## src/rtl/rbuf_pkg.sv

```systemverilog
package rbuf_pkg;

    typedef enum logic {
        CTL_HELD = 1'b0,
        CTL_RUN  = 1'b1
    } ctl_state_e;

    localparam int unsigned COPIES = 2;

endpackage

```

## src/rtl/rbuf_ctrl.sv

```systemverilog
module rbuf_ctrl
    import rbuf_pkg::*;
#(
    parameter int unsigned CSW = 2
) (
    input  logic           clk,
    input  logic           rst_n,
    input  logic           gate_en,
    input  logic [CSW-1:0] cs_n,
    output logic           run,
    output logic           side_load,
    output logic           data_load
);

    ctl_state_e state_q;
    ctl_state_e state_d;
    logic       any_cs;

    always_ff @(posedge clk or negedge rst_n) begin
        if (!rst_n) begin
            state_q <= CTL_HELD;
        end else begin
            state_q <= state_d;
        end
    end

    always_comb begin
        state_d = state_q;
        unique case (state_q)
            CTL_HELD: state_d = CTL_RUN;   // release
            CTL_RUN:  state_d = CTL_RUN;   // stay
        endcase
    end

    always_comb begin
        any_cs    = ~(&cs_n);
        run       = (state_q == CTL_RUN);
        side_load = run;
        data_load = run && (!gate_en || any_cs);
    end

    // the release edge itself never loads anything
    p_release_no_load_r8: assert property (@(posedge clk) disable iff (!rst_n)
        (state_q == CTL_HELD) |-> (!data_load && !side_load));

endmodule

```

## src/rtl/rbuf_dup_reg.sv

```systemverilog
module rbuf_dup_reg
    import rbuf_pkg::*;
#(
    parameter int unsigned W = 22
) (
    input  logic         clk,
    input  logic         rst_n,
    input  logic         load,
    input  logic [W-1:0] din,
    output logic [W-1:0] qa,
    output logic [W-1:0] qb
);

    logic [W-1:0] copy_q [COPIES];

    for (genvar c = 0; c < COPIES; c++) begin : g_copy
        always_ff @(posedge clk or negedge rst_n) begin
            if (!rst_n) begin
                copy_q[c] <= '0;
            end else if (load) begin
                copy_q[c] <= din;
            end
        end
    end

    assign qa = copy_q[0];
    assign qb = copy_q[1];

    // nothing moves without a load edge
    p_hold_without_load_r9: assert property (@(posedge clk) disable iff (!rst_n)
        !load |=> $stable(qa) && $stable(qb));

endmodule

```

## src/rtl/rbuf_cs_gated.sv

```systemverilog
module rbuf_cs_gated #(
    parameter int unsigned DW  = 22,
    parameter int unsigned CSW = 2,
    parameter int unsigned CKW = 2,
    parameter int unsigned OTW = 2
) (
    input  logic           clk,
    input  logic           rst_n,
    input  logic           gate_en,
    input  logic [CSW-1:0] cs_n_in,
    input  logic [CKW-1:0] cke_in,
    input  logic [OTW-1:0] odt_in,
    input  logic [DW-1:0]  d_in,
    output logic [DW-1:0]  q_a,
    output logic [DW-1:0]  q_b,
    output logic [CSW-1:0] cs_a,
    output logic [CSW-1:0] cs_b,
    output logic [CKW-1:0] cke_a,
    output logic [CKW-1:0] cke_b,
    output logic [OTW-1:0] odt_a,
    output logic [OTW-1:0] odt_b
);

    logic run;
    logic side_load;
    logic data_load;

    rbuf_ctrl #(.CSW(CSW)) i_ctrl (
        .clk       (clk),
        .rst_n     (rst_n),
        .gate_en   (gate_en),
        .cs_n      (cs_n_in),
        .run       (run),
        .side_load (side_load),
        .data_load (data_load)
    );

    rbuf_dup_reg #(.W(DW)) i_data (
        .clk(clk), .rst_n(rst_n), .load(data_load),
        .din(d_in), .qa(q_a), .qb(q_b)
    );

    rbuf_dup_reg #(.W(CSW)) i_cs (
        .clk(clk), .rst_n(rst_n), .load(side_load),
        .din(cs_n_in), .qa(cs_a), .qb(cs_b)
    );

    rbuf_dup_reg #(.W(CKW)) i_cke (
        .clk(clk), .rst_n(rst_n), .load(side_load),
        .din(cke_in), .qa(cke_a), .qb(cke_b)
    );

    rbuf_dup_reg #(.W(OTW)) i_odt (
        .clk(clk), .rst_n(rst_n), .load(side_load),
        .din(odt_in), .qa(odt_a), .qb(odt_b)
    );

    p_copies_equal_r1: assert property (@(posedge clk) disable iff (!rst_n)
        (q_a == q_b) && (cs_a == cs_b) && (cke_a == cke_b) && (odt_a == odt_b));

    p_gate_hold_r2: assert property (@(posedge clk) disable iff (!rst_n)
        (run && gate_en && (&cs_n_in)) |=> $stable(q_a));

    p_gate_capture_r3: assert property (@(posedge clk) disable iff (!rst_n)
        (run && gate_en && !(&cs_n_in)) |=> (q_a == $past(d_in)));

    p_ungated_capture_r4: assert property (@(posedge clk) disable iff (!rst_n)
        (run && !gate_en) |=> (q_a == $past(d_in)));

    p_side_follow_r5: assert property (@(posedge clk) disable iff (!rst_n)
        run |=> (cke_a == $past(cke_in)) && (odt_a == $past(odt_in)));

    p_cs_follow_r6: assert property (@(posedge clk) disable iff (!rst_n)
        run |=> (cs_a == $past(cs_n_in)));

    p_reset_clear_r7: assert property (@(posedge clk)
        !rst_n |-> (q_a == '0) && (cs_a == '0) && (cke_a == '0) && (odt_a == '0));

    p_release_quiet_r8: assert property (@(posedge clk) disable iff (!rst_n)
        !run |=> (q_a == '0) && (cs_a == '0) && (cke_a == '0) && (odt_a == '0));

endmodule

```

## config.mk

```make
export PLATFORM = sky130hd
export DESIGN_NAME = rbuf_cs_gated
export DESIGN_NICKNAME = d
export VERILOG_FILES = /design/src/rtl/rbuf_pkg.sv /design/src/rtl/rbuf_ctrl.sv /design/src/rtl/rbuf_dup_reg.sv /design/src/rtl/rbuf_cs_gated.sv
export SDC_FILE = /design/constraint.sdc
export NUM_CORES = 1
export LEC_CHECK = 0
export CORE_UTILIZATION = 43
export DETAILED_ROUTE_END_ITERATION = 8
export GPL_TIMING_DRIVEN = 1
export HOLD_SLACK_MARGIN = 0.05
export PLACE_DENSITY_LB_ADDON = 0.08
export SLEW_MARGIN = 5
export SYNTH_ARGS = -nofsm -noshare
export SYNTH_HDL_FRONTEND = slang
export SYNTH_SLANG_ARGS = --single-unit
```

## constraint.sdc

```tcl
create_clock -name clk -period 2.5 [get_ports clk]
set_input_delay 0.5 -clock clk [delete_from_list [all_inputs] [get_ports clk]]
set_output_delay 0.5 -clock clk [all_outputs]
set_load 0.02 [all_outputs]
```

== Word-level counts from Yosys, hierarchy flattened ==
Cells that the tools add are included.

* Bitwise gates (word level): 1
* Reductions and logical operators: 4

{| class="wikitable"
|+ Operator list
! operator !! count
|-
| 2-bit AND reduction || 1
|-
| 1-bit logical AND || 1
|-
| 1-bit zero test || 1
|-
| 1-bit logical OR || 1
|-
| 1-bit NOT || 1
|}

* Register bits: 29
* Bits of input ports: 31
* Logic and storage cells: 10

== Logic depth before layout (Yosys ltp) ==
Gate-level depths: netlist of run 1.

* Depth in word-level cells: 4
* Gate-level depth with buffers: 3

== By module ==
A second synthesis of run 1 with hierarchy kept.

* Cells, all modules: 91
* Area total of the unflattened synthesis: 1295.0 um2

{| class="wikitable"
|+ By module, submodules not included
! module !! instances !! cells each !! area each (um2) !! seq. area each (um2)
|-
| rbuf_dup_reg (i_data) || 1 || 68 || 985.9 || 550.5
|-
| rbuf_dup_reg (i_cke ...) || 3 || 6 || 87.6 || 50.0
|-
| rbuf_ctrl || 1 || 5 || 46.3 || 25.0
|}

== Worst setup path before layout of run 1 ==
No wires, ideal clock.

* Path kind: register to output
* From: reg, netlist name i_data.qa[21]
* To: out q_b[21]
* Arrival time: 644 ps
* Setup slack: 1356 ps
* Stages on the path, launching flop included: 2
* Buffers on the path: 1
* Cell sequence: dfrtp_1 buf_4

{| class="wikitable"
|+ RTL lines
! element !! line !! source
|-
| end, declared || rbuf_cs_gated.sv:15 || <nowiki>output logic [DW-1:0] q_b,</nowiki>
|}

==> flow_summary.ini, run 1 <==
[setup_path]
end_kind = output pin
r2r_slack_ns = 1.03
cp.required_ns = 2.00
cp_max_fo = 4
max_stage_delay_ns = 0.64
crit_arrival_ns = 1.33
startpoint_type = flop
cp_top_family = buffers and inverters
cp_slowest_cell = clkdlybuf4s50_1
path_buf_inv = 1
worstPathCellList = clkdlybuf4s50_1
worstSetupPathType = flop to output pin

[clock_tree]
cts.sinks = 29
hold_buffers = 0
clockRootBuffer = clkbuf_8
cts_tree = done
cts_resized = 0
clock_path_buffers = 2
htree_levels = 2
worstSkewPairLatency_ns = 0.27
path_clk_slew_ns = 0.06
numCtsBuffers = 5
post-cts-setup-buffers = 0

[timing]
period_minus_slack_ns = 1.83
period_share_pct = 73.0
tightestPinTransition_ns = 0.628
hold_slack_ns = 0.508
maxSlewViolCount = 0
clock_skew_ns = 0.00815
max_freq_mhz = 548
setup_tns_ns = 0
slew_headroom_pct = 58.2
finalHoldViolCount = 0
grt_setup_unrepaired = false
setup_viol = 0

[power]
p_leak_nw = 1.02
irDropWorstVdd_v = 0.000385
powerDensity_mw_per_mm2 = 613

[yosys]
syn-instance-count = 166
synth-seq-cells = 29
yosysWarnings = 0
postSynthAreaPerCell_sq_um = 10.3
syn-cell-area_sq_mm = 0.00172
synth-seq-area-share_pct = 42.3
synth_nets = 197
synth_cell_types = 13

[die]
die_width_um = 65.2
io_pins = 87
die-height_um = 65.2
dieArea_sq_mm = 0.00425
core_sq_mm = 0.00374
fp-row-count = 22
initial_core_util_pct = 45.9

[place]
port_buffers = 86
place_hpwl_um = 2730
gp_congestion = 0.641

[route]
vias = 1413
wirelength_um = 3960
dr.pass1.iters = 4
viasPerCell = 5.19
wire_per_inst_um = 14.6
ant_nets = 0
drc = 0
drtIter0Drc = 74

[global_route]
grt_max_degree = 30
grt_use_total_pct = 19.9
grt-ovfl-total = 0
antenna_found_initial = 0
grt_pass1_wl_um = 6500
first_global_vias = 1346

[worst_hold_path]
min_path_type = flop to flop

[layout]
final_common_cell = clkdlybuf4s50_1
final_cell_mix = 86 x clkdlybuf4s50_1, 29 x dfrtp_1, 22 x nand2_1, 22 x nand4_1, 22 x nand2b_1
antennaDiodeCount = 0
fill_cells = 295
final_layout_size_suffix_gt1_share_pct = 15.2
synthToLayoutAreaGrowth_pct = 45.1
nets = 254

[flow_run]
maxCapViolations = 0

[run_status]
outcome = completed
-- stage by stage --
stage / setup slack, ns / cells / total power [mW] / util [%] / cell area, sq um
after detailed placement: 0.759 / 264 / 1.12 / 63.8 / 2390
after global routing: 0.628 / 272 / 1.61 / 66.5 / 2490
final: 0.675 / 272 / 1.53 / 66.5 / 2490
after CTS: 0.657 / 272 / 1.54 / 66.5 / 2490
after floorplan: 1.36 / 166 / 0.896 / - / 1720
after global placement: 0.785 / 264 / 1.10 / 63.8 / 2390
-- flip-flops by register name, summed over array words and instances (netlist names) --
register and count:
i_ctrl.run 1, i_data.qa 22, i_cs.qa 2, i_cke.qa 2, i_odt.qb 2
-- layer usage --
metal	vias up	GRT usage (%)	wire [um]
li1	668	-	-
met1	681	25.6	1690
met2	62	33.8	2000
met3	2	3.82	256
met4	0	5.71	20
met5	-	0	0
-- cells by family after synthesis --
logic type / Yosys count / synth area share, %
DFF: 29 / 42.3
other: 1 / 0.218
buffers and inverters: 41 / 16.6
muxes: 6 / 3.94
AOI/OAI and AO/OA: 22 / 15.5
and+or+nand+nor: 67 / 21.5
-- cell type report --
cell class,count,area [sq um],area share (%)
clock buffer,7,96.3,3.87
clock inverter,1,5.00,0.201
tap,48,60.1,2.41
sequential,29,726,29.1
timing repair buffer,91,898,36.1
multi-input combinational,96,706,28.3
-- Yosys cell counts --
master,count,area [sq um]
buf_4,28,210
nand2_1,22,82.6
nand2b_1,22,138
conb_1,1,3.75
buf_2,9,45.0
nand4_1,22,138
dfrtp_1,29,726
mux2_1,6,67.6
o211ai_1,2,15.0
and3_4,1,11.3
o211ai_2,20,250
clkbuf_1,2,7.51
buf_6,2,22.5
-- worst paths after layout --
kind,startpoint,endpoint,cells after the start
setup / recovery,i_data.qa[12],q_b[12],1
hold / removal,i_odt.qb[0],i_odt.qb[0],1
setup reg to reg,i_ctrl.run,i_data.qa[3],3
hold reg to reg,i_odt.qb[0],i_odt.qb[0],1
max in group asynchronous,rst_n,i_data.qa[10],2
min in group asynchronous,rst_n,i_data.qa[4],2
-- power breakdown --
part / leakage (nW) / switching, mW / internal, mW
logic: 0.620 / 0.254 / 0.270
registers: 0.347 / 0.0585 / 0.523
clock network: 0.0542 / 0.173 / 0.248
total: 1.02 / 0.485 / 1.04
(Power assumes the default switching activity.)
==> inputs of run 2 (changes only) <==
--- a/config.mk
+++ b/config.mk
@@ -5,7 +5,7 @@
 export SDC_FILE = /design/constraint.sdc
 export NUM_CORES = 1
 export LEC_CHECK = 0
-export CORE_UTILIZATION = 43
+export CORE_UTILIZATION = 40
 export DETAILED_ROUTE_END_ITERATION = 8
 export GPL_TIMING_DRIVEN = 1
 export HOLD_SLACK_MARGIN = 0.05
==> constraint.sdc (replaced) <==
create_clock -name clk -period 1.9 [get_ports clk]
set_input_delay 0.38 -clock clk [delete_from_list [all_inputs] [get_ports clk]]
set_output_delay 0.38 -clock clk [all_outputs]
set_load 0.02 [all_outputs]
==> flow_summary.ini, run 2 (synthesis gave the netlist of run 1 again) <==
[route]
drtIter0Drc = 44
ant_nets = 0
wire_per_inst_um = 14.9
dr.pass1.iters = 4
wirelength_um = 4110
viasPerCell = 5.23
vias = 1438
drc = 0

[layout]
seqCellArea_sq_um = 726
multi_input_area_sq_um = 706
final_common_cell = clkdlybuf4s50_1
largest_register_ffs = 22
final_layout_size_suffix_gt1_share_pct = 14.2
synthToLayoutAreaGrowth_pct = 44.5
antennaDiodeCount = 0
final_cell_mix = 86 x clkdlybuf4s50_1, 29 x dfrtp_1, 22 x nand2_1, 22 x nand4_1, 22 x nand2b_1
finalNonFillerCells = 275
nets = 255
fill_cells = 356

[global_route]
antenna_found_initial = 0
first_global_vias = 1442
grt-ovfl-total = 0
grt_use_total_pct = 19.5
grt_pass1_wl_um = 6570
grt_max_degree = 31

[die]
initial_core_util_pct = 42.3
dieArea_sq_mm = 0.00456
fp-row-count = 23
core_sq_mm = 0.00406
io_pins = 87
die_width_um = 67.5
die-height_um = 67.5

[timing]
period_minus_slack_ns = 1.69
setup_viol = 0
max_freq_mhz = 593
grt_setup_unrepaired = false
clock_skew_ns = 0.00289
period_share_pct = 88.7
maxSlewViolCount = 0
finalHoldViolCount = 0
setup_tns_ns = 0

[clock_tree]
cts_resized = 0
cts.sinks = 29
path_clk_slew_ns = 0.06
worstSkewPairLatency_ns = 0.28
numCtsBuffers = 5
clock_path_buffers = 2
post-cts-setup-buffers = 0
cts_tree = done
htree_levels = 2
hold_buffers = 0
clockRootBuffer = clkbuf_8

[setup_path]
cp_slowest_cell = clkdlybuf4s50_1
cp.required_ns = 1.52
worstSetupPathType = flop to output pin
worstPathCellList = clkdlybuf4s50_1
startpoint_type = flop
max_stage_delay_ns = 0.63
cp_max_fo = 4
path_buf_inv = 1
crit_arrival_ns = 1.31
cp_top_family = buffers and inverters
end_kind = output pin

[worst_hold_path]
min_path_type = input pin to asynchronous set/reset pin

[power]
powerDensity_mw_per_mm2 = 780
p_leak_nw = 1.01
irDropWorstVdd_v = 0.000392

[place]
dp.cells = 267
port_buffers = 86
gp_congestion = 0.624
place_hpwl_um = 2770

[flow_run]
maxCapViolations = 0

[run_status]
outcome = completed
==> run 2: report_power, final <==
group	internal [mW]	total, mW	switching [mW]
combinational	0.356	0.697	0.341
clock	0.259	0.481	0.221
sequential	0.688	0.757	0.0691
total	1.30	1.94	0.631
==> run 2: cell type report <==
| type | instances | area share, % |
|---|---|---|
| Clock buffer | 8 | 3.23 |
| Timing Repair Buffer | 92 | 36.5 |
| Tap cell | 50 | 2.52 |
| Sequential cell | 29 | 29.3 |
| Multi-Input combinational cell | 96 | 28.5 |
==> run 2: final timing paths <==
path,start,end,slack [ns],cells after the start
worst min register to register,i_odt.qb[0],i_odt.qb[0],0.52,1
max in group asynchronous,rst_n,i_cke.qa[1],1.13,2
worst min-delay path,rst_n,i_data.qa[7],0.49,2
worst max register to register,i_ctrl.run,i_cs.qa[1],0.80,2
min in group clk,i_odt.qb[0],i_odt.qb[0],0.52,1
worst max-delay path,i_data.qa[1],q_b[1],0.21,1
==> run 2: per-stage QoR <==
step / setup WS, ns / utilization (%) / instance area (sq um) / hold slack [ns] / power [mW]
global route: 0.160 / 61.1 / 2480 / 0.523 / 2.03
detailed placement: 0.240 / 59.1 / 2400 / 0.510 / 1.47
floorplan: 0.876 / - / 1720 / 0.0844 / 1.18
CTS: 0.196 / 61.1 / 2480 / 0.501 / 1.96
global placement: 0.276 / 59.1 / 2400 / 0.494 / 1.46
finish: 0.214 / 61.1 / 2480 / 0.490 / 1.94
==> run 2: layer usage <==
metal	track usage (%)	up-vias	routed length [um]
met5	0	-	0
met4	9.57	0	78
met3	4.39	9	249
met2	35.6	56	2150
met1	20.7	704	1630
li1	-	669	-
